### config.mk
export PLATFORM = sky130hd
export DESIGN_NAME = pirq_router
export DESIGN_NICKNAME = d
export VERILOG_FILES = /design/src/rtl/pirq_router_pkg.sv /design/src/rtl/pirq_swizzle.sv /design/src/rtl/pirq_route_regs.sv /design/src/rtl/pirq_irq_merge.sv /design/src/rtl/pirq_router.sv
export SDC_FILE = /design/constraint.sdc
export NUM_CORES = 1
export LEC_CHECK = 0
export BUFFER_PORTS_ARGS = -buffer_cell sky130_fd_sc_hd__buf_4
export CAP_MARGIN = 40
export CORE_ASPECT_RATIO = 0.9
export CORE_UTILIZATION = 45
export DETAILED_ROUTE_END_ITERATION = 7
export PLACE_DENSITY = 0.9
export SLEW_MARGIN = 25
export SYNTH_ARGS = -nofsm -noshare
export SYNTH_HDL_FRONTEND = slang
export SYNTH_SLANG_ARGS = --single-unit
### constraint.sdc
create_clock -name clk_i -period 4.31 [get_ports clk_i]
set_input_delay 0.431 -clock clk_i [delete_from_list [all_inputs] [get_ports clk_i]]
set_output_delay 0.431 -clock clk_i [all_outputs]
set_load 0.005 [all_outputs]
### src/rtl/pirq_router_pkg.sv
package pirq_router_pkg;
  localparam int unsigned NUM_LINES = 4;
  localparam int unsigned ROUTE_W   = 8;
  localparam logic [7:0]  ROUTE_RST = 8'h80;

  typedef logic [ROUTE_W-1:0] route_t;

  // rotation amount for a slot: device number minus one, modulo line count
  function automatic logic [1:0] slot_shift(input logic [7:0] devfn);
    logic [7:0] dev;
    dev = (devfn >> 3) - 8'd1;
    return dev[1:0];
  endfunction
endpackage

### src/rtl/pirq_swizzle.sv
module pirq_swizzle
  import pirq_router_pkg::*;
#(
  parameter int unsigned N_SLOTS = 4
) (
  input  logic [N_SLOTS*8-1:0] slot_devfn_i,
  input  logic [N_SLOTS*4-1:0] slot_pin_i,
  output logic [NUM_LINES-1:0] line_o
);
  logic [NUM_LINES-1:0] rot [N_SLOTS];

  for (genvar s = 0; s < N_SLOTS; s++) begin : g_slot
    logic [1:0] sh;
    assign sh = slot_shift(slot_devfn_i[s*8 +: 8]);
    always_comb begin
      rot[s] = '0;
      for (int p = 0; p < NUM_LINES; p++) begin
        rot[s][2'(p) + sh] = slot_pin_i[s*4 + p];
      end
    end
  end

  always_comb begin
    line_o = '0;
    for (int s = 0; s < N_SLOTS; s++) line_o |= rot[s];
  end
endmodule

### src/rtl/pirq_route_regs.sv
module pirq_route_regs
  import pirq_router_pkg::*;
#(
  parameter logic [7:0] BASE = 8'h60
) (
  input  logic                         clk_i,
  input  logic                         rst_ni,
  input  logic                         we_i,
  input  logic [7:0]                   addr_i,
  input  logic [31:0]                  wdata_i,
  input  logic [3:0]                   be_i,
  output logic [31:0]                  rdata_o,
  output logic [NUM_LINES*ROUTE_W-1:0] route_o
);
  logic hit;
  assign hit = (addr_i & 8'hFC) == (BASE & 8'hFC);

  for (genvar b = 0; b < NUM_LINES; b++) begin : g_byte
    route_t q;
    always_ff @(posedge clk_i or negedge rst_ni) begin
      if (!rst_ni)                   q <= ROUTE_RST;
      else if (we_i && hit && be_i[b]) q <= wdata_i[b*8 +: 8];
    end
    assign route_o[b*ROUTE_W +: ROUTE_W] = q;
  end

  assign rdata_o = hit ? route_o : 32'h0;
endmodule

### src/rtl/pirq_irq_merge.sv
module pirq_irq_merge
  import pirq_router_pkg::*;
#(
  parameter int unsigned N_OUT = 16
) (
  input  logic [NUM_LINES-1:0]         line_i,
  input  logic [NUM_LINES*ROUTE_W-1:0] route_i,
  output logic [N_OUT-1:0]             irq_o
);
  for (genvar o = 0; o < N_OUT; o++) begin : g_out
    logic [NUM_LINES-1:0] sel;
    for (genvar j = 0; j < NUM_LINES; j++) begin : g_line
      assign sel[j] = line_i[j] && (route_i[j*ROUTE_W +: ROUTE_W] == ROUTE_W'(o));
    end
    assign irq_o[o] = |sel;
  end
endmodule

### src/rtl/pirq_router.sv
module pirq_router
  import pirq_router_pkg::*;
#(
  parameter int unsigned N_SLOTS = 4,
  parameter int unsigned N_OUT   = 16,
  parameter logic [7:0]  BASE    = 8'h60
) (
  input  logic                 clk_i,
  input  logic                 rst_ni,
  input  logic                 reg_we_i,
  input  logic [7:0]           reg_addr_i,
  input  logic [31:0]          reg_wdata_i,
  input  logic [3:0]           reg_be_i,
  output logic [31:0]          reg_rdata_o,
  input  logic [N_SLOTS*8-1:0] slot_devfn_i,
  input  logic [N_SLOTS*4-1:0] slot_pin_i,
  output logic [N_OUT-1:0]     irq_o
);
  logic [NUM_LINES-1:0]         line_d;
  logic [NUM_LINES-1:0]         pirq_lvl_q;
  logic [NUM_LINES*ROUTE_W-1:0] route_flat;

  pirq_swizzle #(.N_SLOTS(N_SLOTS)) u_swz (
    .slot_devfn_i(slot_devfn_i),
    .slot_pin_i  (slot_pin_i),
    .line_o      (line_d)
  );

  always_ff @(posedge clk_i or negedge rst_ni) begin
    if (!rst_ni) pirq_lvl_q <= '0;
    else         pirq_lvl_q <= line_d;
  end

  pirq_route_regs #(.BASE(BASE)) u_regs (
    .clk_i  (clk_i),
    .rst_ni (rst_ni),
    .we_i   (reg_we_i),
    .addr_i (reg_addr_i),
    .wdata_i(reg_wdata_i),
    .be_i   (reg_be_i),
    .rdata_o(reg_rdata_o),
    .route_o(route_flat)
  );

  pirq_irq_merge #(.N_OUT(N_OUT)) u_merge (
    .line_i (pirq_lvl_q),
    .route_i(route_flat),
    .irq_o  (irq_o)
  );
endmodule

==> reports/qor.yml <==
rr_endpoint: "u_regs.g_byte[3].q[3]"
synth_mux_area_frac: 0.238
syn_avg_cell_area_sq_um: 10.6
stdcell_area_sq_um: 3660
port-buffer-count: 116
insertedDiodeCount: 0
cts_resized: 0
wl_per_cell_microns: 16.2
yosys.area_share.adder: 0
layout-drive-gt1-share: 0.525
grt_pass1_wl_microns: 10500
clk-insertion-delay-late_ps: 270
p_switching_mw: 0.260
die_h_microns: 74.6
clkTransAtPathRegs_ps: 70
cts.htree.levels: 2
pre_cts_ws_ps: 1920
syn_area_sq_um: 2630
synth_top_family_by_area: "simple AND/OR/NAND/NOR gates"
setup_tns_ps: 0
worst_pin_slew_ps: 738
switching_share: 0.287
internal-power_mw: 0.647
yosys_warnings: 0
end_kind: "output port"
core_sq_um: 5660
drt_wl_total_microns: 7040
drv_slew: 0
rows: 26
reg2reg_from: "u_regs.g_byte[3].q[3]"
hold_class: "in2async"
drc: 0
power-per-cell-area_nw_per_um2: 248
dr.pass1.iters: 4
status: "finished, final reports clean"
hold_buffers: 0
cts.sinks: 36
cts-buffers-inserted: 5
hpwl_microns: 5640
drv_cap: 0
synth_edf_count: 0
antenna_found_initial: 0
synth_xor_area_frac: 0
place.gp.congestion: 0.877
start_util: 0.465
synth_compound_area_frac: 0.127
synth_nets: 344
grt_pass1_vias: 2332
synthSimpleGateAreaFrac: 0.268
dieArea_sq_um: 6160
nFillCells: 482
nNetsFinal: 459
grt_max_degree: 37
synth_ff_type: "dfrtp_1"
synth-seq-cells: 36
grt_setup_unrepaired: "no"
clk_path_buf_depth: 2
path_max_fanout: 4
fin_crit_sh: 0.635
seqPwrFrac: 0.440
postRouteAntennaNets: 0
placed_area_sq_um: 3560
required_ps: 3880
relSlewSlack: 0.503
r2r_cells: 1
vias: 2523
setup_ws_ps: 1570
vias_per_cell: 5.81
die_w_microns: 82.6
cts_root_buffer: "clkbuf_8"
ir_drop_mv: 0.140
syn_inst: 249
clockPowerShare: 0.278
grt_remaining_overflow: 0
path_class: "reg2out"
crit_path_start_kind: "flop"
crit_arrival_ps: 2310
timing.final.crit_period_ps: 2740
max_freq_mhz: 365
timing_hold_violations_final: 0
track_usage: 0.225
top_level_ports: 143
async_reset_ff_frac: 1.00
tritoncts: "done"
p_leak_nw: 1.71
yosysUniqueCellTypes: 49
finalClockSkew_ps: 0
r2r_slack_ps: 3400
combPwrFrac: 0.282
post_cts_buffers: 0
finalSetupViolations: 0
yosysSeqAreaShare: 0.344
drt_iter0_drc: 87
area_growth_pct: 39.0
==> cells in the mapped netlist, types with 3 or more instances <==
library cell / number / share of area
nor2_1: 11 / 0.016
a32oi_1: 4 / 0.013
nand3_1: 6 / 0.011
a22oi_1: 8 / 0.023
nor4_1: 6 / 0.014
mux4_2: 8 / 0.068
and2_1: 30 / 0.071
o311ai_0: 4 / 0.013
dfstp_2: 4 / 0.040
dfrtp_1: 32 / 0.30
nand2b_1: 11 / 0.026
o21ai_0: 4 / 0.0076
nor2b_1: 7 / 0.017
mux2_2: 36 / 0.15
clkbuf_1: 5 / 0.0071
mux2i_1: 4 / 0.015
o221ai_1: 7 / 0.023
inv_1: 4 / 0.0057
nand2_1: 14 / 0.020
a21oi_1: 3 / 0.0057
nand3_2: 4 / 0.015
==> layout by cell type (no fill, tap or decap), types with 6 or more instances in the layout <==
cell	instances
nor2b_1	7
nor2_1	11
and2_1	30
nand3_1	6
clkbuf_8	7
mux2_2	36
mux4_2	8
nand2_1	14
buf_4	116
dfrtp_1	32
nand2b_1	11
a22oi_1	8
nor4_1	6
o221ai_1	7
==> per-stage QoR <==
step,util,hold WS (ps),instances,power (mW)
finish,0.647,92.6,434,0.907
floorplan,-,135,249,0.537
CTS,0.646,106,433,0.911
global placement,0.626,404,425,0.646
global route,0.647,121,434,0.954
detailed placement,0.629,413,426,0.657
==> layer usage <==
| layer | vias up | global-route usage | share of wire |
|---|---|---|---|
| met5 | - | 0 | 0 |
| met4 | 0 | 0.0670 | 0.014 |
| met3 | 10 | 0.0393 | 0.078 |
| met2 | 118 | 0.412 | 0.51 |
| met1 | 1215 | 0.269 | 0.40 |
| li1 | 1180 | - | - |
==> state kept, by name, indices dropped and copies added, names as in the netlist <==
register and cells:
pirq_lvl_q 4, u_regs.g_byte.q 32
==> worst max-delay path by stage <==
stage	to	from	slack (ps)
after floorplan	irq_o[5]	u_regs.g_byte[0].q[5]	2350
after global placement	u_regs.g_byte[1].q[5]	reg_addr_i[7]	1800
after detailed placement	irq_o[0]	u_regs.g_byte[0].q[5]	1920
after CTS	irq_o[0]	u_regs.g_byte[0].q[5]	1610
after global routing	irq_o[4]	u_regs.g_byte[2].q[6]	1410
final	irq_o[0]	u_regs.g_byte[0].q[5]	1570
==> cell families after synthesis <==
group / Yosys count
AND/OR/NAND/NOR: 112
flip-flops: 36
AO/OA/AOI/OAI: 39
multiplexers: 48
buffers and inverters: 14
==> power groups by stage <==
stage	logic [mW]	registers [mW]	clock network, mW
floorplan	0.150	0.387	0
global placement	0.245	0.402	0
detailed placement	0.253	0.404	0
CTS	0.254	0.398	0.260
global route	0.277	0.403	0.274
finish	0.256	0.399	0.253
==> cell type report <==
cell class | instances | area (sq um) | area share
clock buffer | 7 | 96.3 | 0.0263
tap | 70 | 87.6 | 0.0239
inverter | 4 | 15.0 | 0.00410
multi-input combinational | 199 | 1670 | 0.455
timing repair buffer | 118 | 891 | 0.243
sequential | 36 | 906 | 0.247
==> worst max-delay path, cell delays in order, from the launching register on <==
cell,delay [ps]
dfrtp_1,400
or3_4,410
nor4_1,600
a22oi_1,240
o311ai_0,190
buf_4,190
(Power assumes the default switching activity.)
